[src/rtl/mbox_pkg.sv]
`timescale 1ns/1ps
package mbox_pkg;
  localparam int WORD_W    = 64;
  localparam int BYTE_W    = 8;
  localparam int SEL_W     = 3;
  localparam int BIT_BUSY  = 63;
  localparam int BIT_OPHI  = 59;
  localparam int BIT_OPLO  = 58;
  localparam int BIT_RD    = 56;
  localparam int SEL_LSB   = 32;
  localparam int CTRL_START_BIT = 5;

  localparam logic [BYTE_W-1:0] STAT_IDLE  = 8'hF8;
  localparam logic [BYTE_W-1:0] STAT_START = 8'h08;

  localparam logic [SEL_W-1:0] SEL_DATA  = 3'd1;
  localparam logic [SEL_W-1:0] SEL_CTRL  = 3'd2;
  localparam logic [SEL_W-1:0] SEL_CLKST = 3'd3;
  localparam logic [SEL_W-1:0] SEL_SRST  = 3'd7;

  typedef enum logic [2:0] {
    TGT_NONE  = 3'd0,
    TGT_DATA  = 3'd1,
    TGT_CTRL  = 3'd2,
    TGT_CLKST = 3'd3,
    TGT_SRST  = 3'd4,
    TGT_HIPER = 3'd5
  } tgt_e;

  typedef struct packed {
    logic              rd;
    tgt_e              tgt;
    logic [BYTE_W-1:0] wbyte;
  } acc_s;
endpackage

[src/rtl/mbox_rst_sync.sv]
`timescale 1ns/1ps
module mbox_rst_sync #(
  parameter int STAGES = 2
) (
  input  logic clk,
  input  logic rst_n,
  output logic rst_sync_n
);
  logic [STAGES-1:0] chain_q;

  always_ff @(posedge clk or negedge rst_n) begin
    if (!rst_n) chain_q <= '0;
    else        chain_q <= {chain_q[STAGES-2:0], 1'b1};
  end

  assign rst_sync_n = chain_q[STAGES-1];
endmodule

[src/rtl/mbox_cmd_decode.sv]
`timescale 1ns/1ps
module mbox_cmd_decode
  import mbox_pkg::*;
(
  input  logic              rd_bit,
  input  logic [1:0]        op_bits,
  input  logic [SEL_W-1:0]  sel,
  input  logic [BYTE_W-1:0] byte_in,
  output acc_s              acc
);
  logic ext_op;
  logic hiper_op;

  assign ext_op   = op_bits[1] & op_bits[0];
  assign hiper_op = op_bits[1] & ~op_bits[0];

  always_comb begin
    acc.rd    = rd_bit;
    acc.wbyte = byte_in;
    acc.tgt   = TGT_NONE;
    if (hiper_op) begin
      acc.tgt = TGT_HIPER;
    end else if (ext_op) begin
      case (sel)
        SEL_DATA:  acc.tgt = TGT_DATA;
        SEL_CTRL:  acc.tgt = TGT_CTRL;
        SEL_CLKST: acc.tgt = TGT_CLKST;
        SEL_SRST:  acc.tgt = TGT_SRST;
        default:   acc.tgt = TGT_NONE;
      endcase
    end
  end
endmodule

[src/rtl/mbox_seq.sv]
`timescale 1ns/1ps
module mbox_seq
  import mbox_pkg::*;
#(
  parameter int LATENCY = 2
) (
  input  logic              clk,
  input  logic              rst_n,
  input  logic              host_wr_en,
  input  logic [WORD_W-1:0] host_wdata,
  input  logic              bus_ack,
  input  logic [BYTE_W-1:0] bus_rdata,
  output logic [WORD_W-1:0] cmd_q,
  output logic              bus_req
);
  localparam int CNT_W = $clog2(LATENCY + 1);
  localparam logic [CNT_W-1:0] CNT_LOAD = CNT_W'(LATENCY);
  localparam logic [CNT_W-1:0] CNT_LAST = CNT_W'(1);

  logic [WORD_W-1:0] cmd_d;
  logic [CNT_W-1:0]  cnt_q, cnt_d;
  logic              busy;
  logic              accept;
  logic              finish;
  logic              cmd_en;
  logic              cnt_en;

  assign busy    = cmd_q[BIT_BUSY];
  assign bus_req = busy && (cnt_q == CNT_LAST);
  assign finish  = bus_req && bus_ack;
  assign accept  = !busy && host_wr_en;

  always_comb begin
    cmd_d = cmd_q;
    cnt_d = cnt_q;
    if (finish) begin
      cmd_d[BIT_BUSY] = 1'b0;
      if (cmd_q[BIT_RD]) cmd_d[BYTE_W-1:0] = bus_rdata;
      cnt_d = '0;
    end else if (busy) begin
      if (cnt_q > CNT_LAST) cnt_d = cnt_q - CNT_LAST;
    end else if (accept) begin
      cmd_d = host_wdata;
      cnt_d = host_wdata[BIT_BUSY] ? CNT_LOAD : '0;
    end
  end

  assign cmd_en = accept | finish;
  assign cnt_en = accept | finish | (busy && (cnt_q > CNT_LAST));

  always_ff @(posedge clk or negedge rst_n) begin
    if (!rst_n)      cmd_q <= '0;
    else if (cmd_en) cmd_q <= cmd_d;
  end

  always_ff @(posedge clk or negedge rst_n) begin
    if (!rst_n)      cnt_q <= '0;
    else if (cnt_en) cnt_q <= cnt_d;
  end
endmodule

[src/rtl/mbox_reg_stub.sv]
`timescale 1ns/1ps
module mbox_reg_stub
  import mbox_pkg::*;
(
  input  logic              clk,
  input  logic              rst_n,
  input  logic              req,
  input  acc_s              acc,
  output logic              ack,
  output logic [BYTE_W-1:0] rdata,
  output logic [BYTE_W-1:0] hi_period,
  output logic [BYTE_W-1:0] div_cfg,
  output logic [BYTE_W-1:0] status
);
  logic [BYTE_W-1:0] data_q, data_d;
  logic [BYTE_W-1:0] ctrl_q, ctrl_d;
  logic [BYTE_W-1:0] div_q,  div_d;
  logic [BYTE_W-1:0] hip_q,  hip_d;
  logic [BYTE_W-1:0] stat_q, stat_d;
  logic              wr_go;
  logic              data_en, ctrl_en, div_en, hip_en, stat_en;

  assign ack   = req;
  assign wr_go = req && !acc.rd;

  always_comb begin
    data_d  = data_q;
    ctrl_d  = ctrl_q;
    div_d   = div_q;
    hip_d   = hip_q;
    stat_d  = stat_q;
    data_en = 1'b0;
    ctrl_en = 1'b0;
    div_en  = 1'b0;
    hip_en  = 1'b0;
    stat_en = 1'b0;
    if (wr_go) begin
      case (acc.tgt)
        TGT_DATA: begin
          data_d  = acc.wbyte;
          data_en = 1'b1;
        end
        TGT_CTRL: begin
          ctrl_d  = acc.wbyte;
          ctrl_en = 1'b1;
          if (acc.wbyte[CTRL_START_BIT]) begin
            stat_d  = STAT_START;
            stat_en = 1'b1;
          end
        end
        TGT_CLKST: begin
          div_d  = acc.wbyte;
          div_en = 1'b1;
        end
        TGT_HIPER: begin
          hip_d  = acc.wbyte;
          hip_en = 1'b1;
        end
        TGT_SRST: begin
          stat_d  = STAT_IDLE;
          stat_en = 1'b1;
          ctrl_d  = '0;
          ctrl_en = 1'b1;
        end
        default: ;
      endcase
    end
  end

  always_comb begin
    case (acc.tgt)
      TGT_DATA:  rdata = data_q;
      TGT_CTRL:  rdata = ctrl_q;
      TGT_CLKST: rdata = stat_q;
      TGT_HIPER: rdata = hip_q;
      default:   rdata = '0;
    endcase
  end

  always_ff @(posedge clk or negedge rst_n) begin
    if (!rst_n)       data_q <= '0;
    else if (data_en) data_q <= data_d;
  end

  always_ff @(posedge clk or negedge rst_n) begin
    if (!rst_n)       ctrl_q <= '0;
    else if (ctrl_en) ctrl_q <= ctrl_d;
  end

  always_ff @(posedge clk or negedge rst_n) begin
    if (!rst_n)      div_q <= '0;
    else if (div_en) div_q <= div_d;
  end

  always_ff @(posedge clk or negedge rst_n) begin
    if (!rst_n)      hip_q <= '0;
    else if (hip_en) hip_q <= hip_d;
  end

  always_ff @(posedge clk or negedge rst_n) begin
    if (!rst_n)       stat_q <= STAT_IDLE;
    else if (stat_en) stat_q <= stat_d;
  end

  assign hi_period = hip_q;
  assign div_cfg   = div_q;
  assign status    = stat_q;
endmodule

[src/rtl/mbox_reg_bridge.sv]
`timescale 1ns/1ps
module mbox_reg_bridge
  import mbox_pkg::*;
#(
  parameter int LATENCY = 2
) (
  input  logic        clk,
  input  logic        rst_n,
  input  logic        host_wr_en,
  input  logic [63:0] host_wdata,
  output logic [63:0] host_rdata,
  output logic [7:0]  clk_hi_period,
  output logic [7:0]  clk_div_cfg
);
  logic              rst_sync_n;
  logic [WORD_W-1:0] cmd_q;
  logic              bus_req;
  logic              bus_ack;
  logic [BYTE_W-1:0] bus_rdata;
  logic [BYTE_W-1:0] stat_q;
  acc_s              acc;

  mbox_rst_sync #(.STAGES(2)) u_rst (
    .clk        (clk),
    .rst_n      (rst_n),
    .rst_sync_n (rst_sync_n)
  );

  mbox_seq #(.LATENCY(LATENCY)) u_seq (
    .clk        (clk),
    .rst_n      (rst_sync_n),
    .host_wr_en (host_wr_en),
    .host_wdata (host_wdata),
    .bus_ack    (bus_ack),
    .bus_rdata  (bus_rdata),
    .cmd_q      (cmd_q),
    .bus_req    (bus_req)
  );

  mbox_cmd_decode u_dec (
    .rd_bit  (cmd_q[BIT_RD]),
    .op_bits (cmd_q[BIT_OPHI:BIT_OPLO]),
    .sel     (cmd_q[SEL_LSB+SEL_W-1:SEL_LSB]),
    .byte_in (cmd_q[BYTE_W-1:0]),
    .acc     (acc)
  );

  mbox_reg_stub u_regs (
    .clk       (clk),
    .rst_n     (rst_sync_n),
    .req       (bus_req),
    .acc       (acc),
    .ack       (bus_ack),
    .rdata     (bus_rdata),
    .hi_period (clk_hi_period),
    .div_cfg   (clk_div_cfg),
    .status    (stat_q)
  );

  assign host_rdata = cmd_q;
endmodule

[config.mk]
export PLATFORM = sky130hd
export DESIGN_NAME = mbox_reg_bridge
export DESIGN_NICKNAME = d
export VERILOG_FILES = /design/src/rtl/mbox_pkg.sv /design/src/rtl/mbox_rst_sync.sv /design/src/rtl/mbox_cmd_decode.sv /design/src/rtl/mbox_seq.sv /design/src/rtl/mbox_reg_stub.sv /design/src/rtl/mbox_reg_bridge.sv
export SDC_FILE = /design/constraint.sdc
export NUM_CORES = 1
export LEC_CHECK = 0
export CAP_MARGIN = 20
export CELL_PAD_IN_SITES_DETAIL_PLACEMENT = 1
export CELL_PAD_IN_SITES_GLOBAL_PLACEMENT = 2
export CORE_MARGIN = 2
export CORE_UTILIZATION = 30
export CTS_BUF_LIST = sky130_fd_sc_hd__clkbuf_4 sky130_fd_sc_hd__clkbuf_8 sky130_fd_sc_hd__clkbuf_16
export DETAILED_ROUTE_END_ITERATION = 8
export PLACE_DENSITY = 0.83
export SYNTH_ARGS = -nofsm -noshare
export SYNTH_HDL_FRONTEND = slang
export SYNTH_HIERARCHICAL = 1
export SYNTH_SLANG_ARGS = --single-unit
[constraint.sdc]
create_clock -name clk -period 9.04 [get_ports clk]
set_input_delay 2.26 -clock clk [delete_from_list [all_inputs] [get_ports clk]]
set_output_delay 2.26 -clock clk [all_outputs]
set_load 0.02 [all_outputs]
# == Word-level counts from Yosys, hierarchy flattened ==
# Cells that the tools add are included.
# totals
regBits,108
input_bits,67
out_inout_bits,80
word_cells,79
# classes
addsub,1
order_cmp,1
n_eq_ne,14
muxes,28
bitwise_logic,7
n_reduce_logical,18
# ops
operator,n
2-to-1 mux 64 bit,2
one-hot mux 8 bit (2 select lines),2
one-hot mux 8 bit (4 select lines),1
2-to-1 mux 8 bit,3
AND reduction 3 bit,5
equality test 3 x 2 -> 1 bit (second input constant),4
one-hot mux 3 bit (4 select lines),1
AND reduction 4 bit,3
2-to-1 mux 1 bit,11
2-to-1 mux 2 bit,5
equality test 3 bit (second input constant),3
equality test 3 x 1 -> 1 bit (second input constant),2
2-to-1 mux 3 bit,2
logical AND 1 bit,4
inequality test 2 bit (second input constant),2
nonzero test 2 bit,2
inequality test 3 x 2 -> 1 bit (second input constant),1
inverter 1 bit,3
nonzero test 3 bit,1
AND 1 bit,2
equality test 2 x 1 -> 1 bit (second input constant),1
greater-than comparator 2 x 1 -> 1 bit (second input constant),1
zero test 1 bit,2
inequality test 2 x 1 -> 1 bit (second input constant),1
other kinds (4),5

# == Depth between registers and ports, before layout ==
# logic_depth
word_depth,9
mapped_depth,8
mapped_depth_nobuf,7

# == Cells and area by module ==
# The synthesis kept the hierarchy.
# by_module_without_submodules
mod,instances,cells_per_inst,area_per_inst_um2
mbox_seq,1,290,2660.1
mbox_reg_stub,1,127,1659.1
mbox_cmd_decode,1,14,105.1
mbox_rst_sync,1,3,53.8

# == Worst setup path after synthesis ==
# No wires, ideal clock.
# synth_path
kind,input-to-reg
start,input host_wr_en
end,register u_seq.cmd_q[2]
arrival_ns,2.797
required_time_ns,8.916
slack_ns,6.119
path_stages,5
path_buffers,2
path_cell_list,nand2b_1 > buf_6 > buf_2 > o22ai_1 > a21oi_2
# synth_via
elab_chain_len,3
# synth_rtl
element,line,text
start: declaration,mbox_reg_bridge.sv:9,"input logic host_wr_en,"
logical AND 1 bit *,mbox_seq.sv:31,assign accept = !busy && host_wr_en;
nonzero test 2 bit (no line) or bitwise OR 1 bit (tied branches),-,
AND reduction 4 bit (no line) *,-,
end signal: assignment,mbox_seq.sv:53,else if (cmd_en) cmd_q <= cmd_d;
end: declaration,mbox_seq.sv:13,"output logic [WORD_W-1:0] cmd_q,"
# Mark *: on every way between the ends. The rest lies on a longest branch, timed or not.
# A chain may end at the register's enable or synchronous reset.

# == Worst setup path after layout ==
# layout_path
start,register u_seq.cmd_q[63]
end,output host_rdata[63]
# layout_rtl
element,line,text
end: declaration,mbox_reg_bridge.sv:11,"output logic [63:0] host_rdata,"
# No word-level cell between the ends.

==> metrics <==
status finished clean; Buf+Inv Stages, Crit Path 1; number of placement rows 44; total internal power 1.34 mW; CP top delay family buffers and inverters; netlist area before placement 4420 sq um; number of hold-slack violations in the final timing report 0; most congested layer reported by global routing met2; share of cells above drive strength 1 0.114; Routed Wire Length 12.3 mm; Setup Viol. Count Final 0; number of inserted diodes 0; Clk pwr share 0.186; instance count of the mapped netlist between 400 and 500; maximum clock skew at final layout 8.92 ps; remaining global-route overflow 0; PortBufs about 150; mean instance size in the synthesized netlist 10.4 sq um; pre-CTS setup slack 5020 ps; GR met2 Demand/Resource 0.277; biggest fanout along the worst timing path 11; first-pass GRT wire length 20.2 mm; met1 global-route usage 0.193; Arr. time, crit path 1650 ps; final critical-path setup slack approximately 5100 ps; area growth from synthesis to layout 42.0%; clock insertion delay at the later pin of the skew report 350 ps; clock-pin slew of the registers on the worst-case setup and hold paths 70 ps; CTS HTree Levels 3; clock period minus worst slack 3910 ps; routability congestion estimate from global placement 0.800; switching power total around 0.82 mW; die outline width 125 um; met3 capacity usage during global routing 0.0629; Tightest Hold Check Type reg -> async; Vert. Die Dim about 130 um; nets in the synthesized netlist a little under 500; maximum number of pins on one net before global-route repair 66; Slew @ Worst Pin 935 ps; # DRC 0; number of fillers in the final layout 1614; net switching share of the total power 0.379; CP cell instances clkdlybuf4s50_1; I/O pins 147; maximum clock frequency 0.256 GHz; global routing usage summed across all routing layers 0.163; total negative slack 0 ps; violation count after the first detailed-routing iteration ~150; largest stage delay on the critical path slightly below 700 ps; number of pins exceeding their max-slew limit in the final report 0; ANT nets after route 0; clock tree from TritonCTS done; pwr dens 345 nW/um^2; CTS root buf sky130_fd_sc_hd__clkbuf_16; count of hold-fix buffers inserted at cts 0; detailed placer's ending HPWL 8.54 mm; Avg Vias per Cell 4.68; Slowest-stage cell, CP sky130_fd_sc_hd__clkdlybuf4s50_1; area of the die 15700 sq um; Critical Path End Type output pin; critical setup path kind reg -> out; max_slew headroom 0.375; proportion of power drawn by flip-flops and latches 0.371; first-pass iteration count of the detailed router 4; setup repair after global routing missed its margin no; maximum vdd ir drop 0.149 mV; number of global-route vias before repair roughly 3800; maximum number of buffers from clock root to sink 2; setup slack, reg-to-reg 6390 ps; placeable core region 14500 sq um; Post-layout nets between 600 and 700; Vias 3482; instance area after placement a little under 6000 sq um; number of resized instances in the post-cts repair step 0; Max-Cap Viols 0; nature of the critical path startpoint flop; leakage dissipation 2.96 nW; TritonCTS Buffers 9; effective utilization at floorplan 0.305; Worst EP required just under 7000 ps; number of antenna violations at the first check in global routing 0; average detailed-routed wire length per instance 16.5 um; Num Clock Sinks 101; final worst-path cycle share 0.432; fin area 6270 sq um; Synth warnings 6; buffer count from post-CTS setup fixing 0; logic gate share of total power 0.443
worst reg2reg max path: stages, from the launching register on:
cell and delay [ps]:
sky130_fd_sc_hd__dfrtp_1 420, sky130_fd_sc_hd__nand2b_1 160, sky130_fd_sc_hd__a21boi_1 740, sky130_fd_sc_hd__nand2_1 160, sky130_fd_sc_hd__or3_1 650, sky130_fd_sc_hd__mux2_4 400
layout by cell type, fill, tap and decap left out, drive strengths merged, types with 2 or more instances in the layout:
cell           count
a22o               8
or3                2
a221o              4
a22oi              3
clkbuf            13
o2bb2ai            3
mux2i              6
nor3               2
dfrtp            100
and2               3
nand2            173
clkinv             2
clkdlybuf4s50    146
buf                4
o22ai              9
inv               12
o21ai              3
nand3              2
nor2               7
nor2b              3
nand2b             4
a21boi             2
mux2              24
a21oi              9
worst paths after layout:
check,cells past startpoint,endpoint,from
max,1,host_rdata[63],u_seq/cmd_q[63]
min reg2reg,0,u_seq/cmd_q[15],u_rst/chain_q[1]
min in group clk,0,u_rst/chain_q[1],u_rst/chain_q[0]
min,0,u_seq/cmd_q[15],u_rst/chain_q[1]
max reg2reg,5,u_regs/hi_period[5],u_seq/cmd_q[34]
max in group asynchronous,1,u_rst/chain_q[1],rst_n
stage by stage:
step	hold WS, ps	instances	utilization	power [mW]
after global placement	306	727	0.410	1.74
after global routing	335	744	0.433	2.31
final	287	744	0.433	2.16
after detailed placement	314	728	0.412	1.78
after CTS	311	744	0.433	2.20
after floorplan	331	425	-	1.35
sequential cells by signal, summed over array words and instances (netlist names):
name	cells
u_seq/cmd_q	64
u_regs/ctrl_q	8
u_regs/data_q	8
u_regs/div_cfg	8
u_regs/hi_period	8
u_rst/chain_q	2
u_seq/cnt_q	2
u_regs/status	1
per-layer routing:
| layer | share of wire | wire (um) |
|---|---|---|
| met3 | 0.065 | 796 |
| met5 | 0 | 0 |
| met1 | 0.42 | 5170 |
| met2 | 0.50 | 6130 |
| met4 | 0.013 | 163 |
power by group through the flow:
stage               logic (mW)  clock network [mW]  registers [mW]
floorplan                0.392                   0           0.954
global placement         0.942                   0           0.801
detailed placement       0.969                   0           0.809
CTS                      0.973               0.419           0.807
global route              1.04               0.435           0.837
finish                   0.958               0.402           0.802
final cells by class:
class                   instances  area, sq um  area share
clock buffers                  13          268      0.0427
clock inverters                 3         43.8     0.00698
inverters                      12         45.0     0.00718
multi-input cells             281         1650       0.263
flip-flops and latches        101         2530       0.404
well taps                     184          230      0.0367
repair buffers                150         1500       0.240
No activity file was read; power rests on OpenSTA's default activity.
